===== src/rtl/fourPhasePkg.sv =====
package fourPhasePkg;

  // Strobes handed from the edge/guard control to the phase datapath
  typedef struct packed {
    logic advance;   // accepted oscillator leading edge this cycle
    logic blank;     // guard window active: force all phases low
  } phaseStrobes_t;

endpackage


===== src/rtl/phaseSeqCtrl.sv =====
module phaseSeqCtrl #(
  parameter int GUARD_TICKS = 1
) (
  input  logic                        clk,
  input  logic                        rst,
  input  logic                        oscIn,
  input  logic                        gateEn,
  output fourPhasePkg::phaseStrobes_t strobes
);

  localparam int GUARD_W = (GUARD_TICKS < 2) ? 1 : $clog2(GUARD_TICKS + 1);

  logic               oscNow;
  logic               oscPrev;
  logic               gateNow;
  logic [GUARD_W-1:0] guardCnt;
  logic               edgeSeen;

  // Sample the oscillator level and the gate on the same edge
  always_ff @(posedge clk) begin
    if (rst) begin
      oscNow  <= 1'b0;
      oscPrev <= 1'b0;
      gateNow <= 1'b0;
    end else begin
      oscNow  <= oscIn;
      oscPrev <= oscNow;
      gateNow <= gateEn;
    end
  end

  // Leading edge accepted only when the gate was open when it was seen
  assign edgeSeen = oscNow & ~oscPrev & gateNow;

  // Guard window: the advance cycle plus GUARD_TICKS-1 further cycles
  always_ff @(posedge clk) begin
    if (rst) begin
      guardCnt <= '0;
    end else if (edgeSeen) begin
      guardCnt <= GUARD_W'(GUARD_TICKS - 1);
    end else if (guardCnt != '0) begin
      guardCnt <= guardCnt - 1'b1;
    end
  end

  always_comb begin
    strobes.advance = edgeSeen;
    strobes.blank   = edgeSeen | (guardCnt != '0);
  end

endmodule


===== src/rtl/phaseDecodeDp.sv =====
module phaseDecodeDp #(
  parameter int NUM_PHASES = 4
) (
  input  logic                        clk,
  input  logic                        rst,
  input  fourPhasePkg::phaseStrobes_t strobes,
  output logic [NUM_PHASES-1:0]       phase,
  output logic [NUM_PHASES-1:0]       phaseN
);

  localparam int CNT_W = (NUM_PHASES < 2) ? 1 : $clog2(NUM_PHASES);
  localparam logic [CNT_W-1:0] LAST_STATE = CNT_W'(NUM_PHASES - 1);

  logic [CNT_W-1:0]      stateCnt;
  logic                  armed;
  logic [NUM_PHASES-1:0] decoded;
  logic [NUM_PHASES-1:0] phaseQ;
  logic [NUM_PHASES-1:0] phaseNQ;

  // State counter, parked on the last state so the first step lands on 0
  always_ff @(posedge clk) begin
    if (rst) begin
      stateCnt <= LAST_STATE;
      armed    <= 1'b0;
    end else if (strobes.advance) begin
      stateCnt <= (stateCnt == LAST_STATE) ? '0 : stateCnt + 1'b1;
      armed    <= 1'b1;
    end
  end

  // State decoder: one output per counter state
  for (genvar i = 0; i < NUM_PHASES; i++) begin : g_decode
    assign decoded[i] = armed && (stateCnt == CNT_W'(i));
  end

  // Registered outputs; the true and inverted copies are separate flops
  always_ff @(posedge clk) begin
    if (rst) begin
      phaseQ  <= '0;
      phaseNQ <= '1;
    end else if (strobes.blank) begin
      phaseQ  <= '0;
      phaseNQ <= '1;
    end else begin
      phaseQ  <= decoded;
      phaseNQ <= ~decoded;
    end
  end

  assign phase  = phaseQ;
  assign phaseN = phaseNQ;

endmodule


===== src/rtl/fourPhaseClockGen.sv =====
module fourPhaseClockGen #(
  parameter int NUM_PHASES  = 4,
  parameter int GUARD_TICKS = 1
) (
  input  logic                  clk,
  input  logic                  rst,
  input  logic                  oscIn,
  input  logic                  gateEn,
  output logic [NUM_PHASES-1:0] phase,
  output logic [NUM_PHASES-1:0] phaseN
);

  fourPhasePkg::phaseStrobes_t strobes;

  phaseSeqCtrl #(
    .GUARD_TICKS(GUARD_TICKS)
  ) u_ctrl (
    .clk    (clk),
    .rst    (rst),
    .oscIn  (oscIn),
    .gateEn (gateEn),
    .strobes(strobes)
  );

  phaseDecodeDp #(
    .NUM_PHASES(NUM_PHASES)
  ) u_dp (
    .clk    (clk),
    .rst    (rst),
    .strobes(strobes),
    .phase  (phase),
    .phaseN (phaseN)
  );

endmodule


===== config.mk =====
export PLATFORM = sky130hd
export DESIGN_NAME = fourPhaseClockGen
export DESIGN_NICKNAME = d
export VERILOG_FILES = /design/src/rtl/fourPhasePkg.sv /design/src/rtl/phaseSeqCtrl.sv /design/src/rtl/phaseDecodeDp.sv /design/src/rtl/fourPhaseClockGen.sv
export SDC_FILE = /design/constraint.sdc
export NUM_CORES = 1
export LEC_CHECK = 0
export ABC_AREA = 0
export BUFFER_PORTS_ARGS = -buffer_cell sky130_fd_sc_hd__clkbuf_2
export CAP_MARGIN = 30
export CORE_AREA = 2 2 39 41
export DETAILED_ROUTE_END_ITERATION = 12
export DIE_AREA = 0 0 41 43
export GPL_ROUTABILITY_DRIVEN = 0
export SYNTH_ARGS = -nofsm -noshare
export SYNTH_HDL_FRONTEND = slang
export SYNTH_SLANG_ARGS = --single-unit

===== constraint.sdc =====
create_clock -name clk -period 0.9 [get_ports clk]
set_input_delay 0 -clock clk [delete_from_list [all_inputs] [get_ports clk]]
set_output_delay 0 -clock clk [all_outputs]
set_load 0.02 [all_outputs]

==> impl_metrics.py <==
metrics = {
    "sta": {
        "final.min_clock_period_ps": 961.1,
        "timing.fmax_mhz": 1040,
        "skew_ps": 1.681,
        "report.final.setup_viol": 8,
        "rsz0062_at_grt": "true",
        "final.period_utilization": 1.068,
        "hold_ws_ps": 11.70,
        "final-max-slew-violation-count": 0,
        "hold_viol_final": 0,
        "post_route_worst_setup_slack_ps": -61.13,
    },
    "power_and_ir_drop": {
        "power_w": 0.001126,
        "ir_worst_vdd_mv": 1.016,
        "total_leakage_power_nw": 0.3290,
        "power_density_mw_per_mm2": 1565,
    },
    "global_routing": {
        "grt_max_degree": 10,
        "first_global_vias": 341,
        "grtUsageTotal": 0.1232,
        "globalRouteOverflowTotal": 0,
        "first_pass_grt_wire_length_um": 1373,
        "antenna_found_initial": 0,
    },
    "clocking": {
        "num_cts_buffers": 3,
        "cts_htree_levels": 1,
        "cts_tree": "yes",
        "clock-sinks": 15,
        "clk-insertion-delay-late_ps": 270,
        "cts.reportedPaths.clkPinSlew_ps": 80,
        "clock_tree.buffer_depth": 2,
        "clock-root-buffer": "sky130_fd_sc_hd__clkbuf_4",
    },
    "flow_run": {
        "maxCapViolations": 0,
    },
    "synth": {
        "netlist_instances": 46,
        "syn_avg_cell_area_um2": 11.67,
        "yosys-top-cells-area": "sky130_fd_sc_hd__dfxtp_1, sky130_fd_sc_hd__ha_1, sky130_fd_sc_hd__and2b_2",
        "mappedNetlistNets": 54,
        "yosysWarningCount": 0,
        "share_of_the_synthesized_area_in_the_top_cell_type": 0.5594,
        "synthesis.area_um2": 536.8,
        "synth_top_cell_by_area": "sky130_fd_sc_hd__dfxtp_1",
        "synth_seq_area_share": 0.5594,
        "yosys.cell_types.count": 16,
        "postSynthRegisterBits": 15,
    },
    "floorplan": {
        "io_pins": 12,
        "chipWidth_um": 41,
        "fp.coreArea_mm2": 0.001384,
        "die_h_um": 43,
        "dieArea_mm2": 0.001763,
        "initial_core_util": 0.3879,
        "rows": 14,
    },
    "final_layout": {
        "post-route-cell-area_um2": 719.4,
        "syn_to_final_growth_pct": 34.03,
        "mostFrequentLayoutCells": "sky130_fd_sc_hd__clkbuf_2, sky130_fd_sc_hd__dfxtp_1, sky130_fd_sc_hd__buf_4, sky130_fd_sc_hd__dfxtp_2",
        "stdcell_count": 83,
        "antennaDiodeCount": 0,
        "final_layout_size_suffix_gt1_frac": 0.5373,
        "total_nets_final": 76,
        "mostFrequentLayoutCell": "sky130_fd_sc_hd__clkbuf_2",
    },
    "detailed_routing": {
        "detailed_route_drc_error_count": 0,
        "first_iter_violations": 4,
        "viasPerCell": 4.482,
        "detail_routed_net_length_per_standard_cell_um": 9.000,
        "via_count": 372,
        "route.final.wire_length_um": 747,
        "detail-route-antenna-nets": 0,
        "drt_pre_antenna_iters": 2,
    },
    "outcome": {
        "outcome": "complete, but fails checks",
        "violations": "negative setup slack",
    },
    "critical_path": {
        "worstSetupStartpointType": "flip-flop",
        "timing.critical_path.to_type": "flip-flop",
        "crit_arrival_ps": 1150,
        "worstPathBufferInverterCount": 0,
        "max_stage_delay_ps": 340,
        "ff2ff_path_depth": 3,
        "cp_max_fanout": 4,
        "required_time_worst_endpoint_ps": 1090,
        "timing.critical_path.depth": 3,
        "timing.critical_path.cells": "ha_2 -> nand4bb_1 -> a22oi_1",
        "timing.critical_path.slowest_stage_cell": "sky130_fd_sc_hd__dfxtp_2",
        "critical_path.top_delay_family": "flip-flops",
        "path_class": "flip-flop to flip-flop",
    },
    "placed_design": {
        "dpl_cell_area_um2": 635.6,
        "placedCellCount": 76,
        "hpwl_um": 560.2,
        "port_buffers": 11,
    },
    "worst_hold_path": {
        "holdCritPathClass": "input port to flip-flop",
        "worst_hold_path.num_cells": 2,
    },
}
[routing by layer]
layer / global-route usage / wire (um) / up-vias
met5: 0 / 0 / -
li1: - / - / 194
met1: 0.1180 / 274 / 160
met3: 0.07853 / 63 / 4
met2: 0.1844 / 391 / 14
met4: 0.08000 / 18 / 0
[cell type report]
type / instances / area [um2]
inverters: 3 / 11.26
repair buffers: 18 / 112.6
flip-flops and latches: 15 / 306.5
multi-input cells: 27 / 242.7
fillers: 138 / 664.4
well taps: 16 / 20.02
clock buffers: 4 / 26.28
[cell families (layout without fill, tap and decap cells)]
| group | count (synthesis) | after routing | share of synthesized area |
|---|---|---|---|
| AO/OA/AOI/OAI | 2 | 2 | 0.02331 |
| adder cells (fa/ha/maj) | 4 | 4 | 0.09324 |
| buffers and inverters | 4 | 25 | 0.04196 |
| flip-flops | 15 | 15 | 0.5594 |
| multiplexers | 1 | 1 | 0.01865 |
| other | 1 | 1 | 0.006986 |
| AND/OR/NAND/NOR | 19 | 19 | 0.2564 |
[cells in the mapped netlist]
cell / instances
sky130_fd_sc_hd__nor3b_4: 1
sky130_fd_sc_hd__nand3_1: 4
sky130_fd_sc_hd__ha_1: 4
sky130_fd_sc_hd__conb_1: 1
sky130_fd_sc_hd__a21oi_1: 1
sky130_fd_sc_hd__nand4bb_1: 1
sky130_fd_sc_hd__a22oi_1: 1
sky130_fd_sc_hd__dfxtp_1: 15
sky130_fd_sc_hd__mux2i_1: 1
sky130_fd_sc_hd__buf_6: 1
sky130_fd_sc_hd__nand3b_1: 1
sky130_fd_sc_hd__inv_1: 3
sky130_fd_sc_hd__and2b_2: 4
sky130_fd_sc_hd__and3b_1: 1
sky130_fd_sc_hd__nor2_1: 3
sky130_fd_sc_hd__and3_1: 4
[power by group]
| part | switching (W) | internal, W | total [W] |
|---|---|---|---|
| clock network | 0.000189 | 0.000172 | 0.000360 |
| logic | 0.0000314 | 0.0000438 | 0.0000753 |
| registers | 0.0000105 | 0.000680 | 0.000690 |
| total | 0.000230 | 0.000895 | 0.00113 |
[worst paths after layout]
check	startpoint	to	slack [ps]
setup / recovery	u_dp.stateCnt[0]	u_dp.stateCnt[0]	-60
hold reg to reg	u_ctrl.oscNow	u_ctrl.oscPrev	500
hold / removal	rst	u_dp.armed	10
setup reg to reg	u_dp.stateCnt[0]	u_dp.stateCnt[0]	-60
[sequential cells by signal (all words and copies together), names as in the netlist]
register and flops:
u_ctrl.gateNow 1, u_ctrl.guardCnt 1, u_ctrl.oscNow 1, u_ctrl.oscPrev 1, u_dp.armed 1, u_dp.phase 4, u_dp.phaseN 4, u_dp.stateCnt 2
[stage by stage]
stage          setup WS, ps  TNS [ps]  utilization
6_report             -61.13    -281.0       0.5199
3_3_place_gp         -37.85    -153.7       0.4593
5_1_grt              -127.1     -1026       0.5199
2_1_floorplan        -10.51    -10.51            -
4_1_cts              -76.60    -305.1       0.5018
3_5_place_dp         -59.74    -334.9       0.4593
[worst reg2reg max path: cells and delay by family, from the launching register on]
family / cells / cell delay [ps]
compound gates: 1 / 180
fa+ha+maj: 1 / 190
flops: 1 / 340
simple gates: 1 / 170
[repair_timing]
item,CTS,global route
gates resized for setup,2,6
hold buffers,2,0
hold endpoints to repair,2,0
pin swaps,4,6
endpoints found under the setup margin,8,11
setup buffers,0,1
No activity file was read; power rests on OpenSTA's default activity.
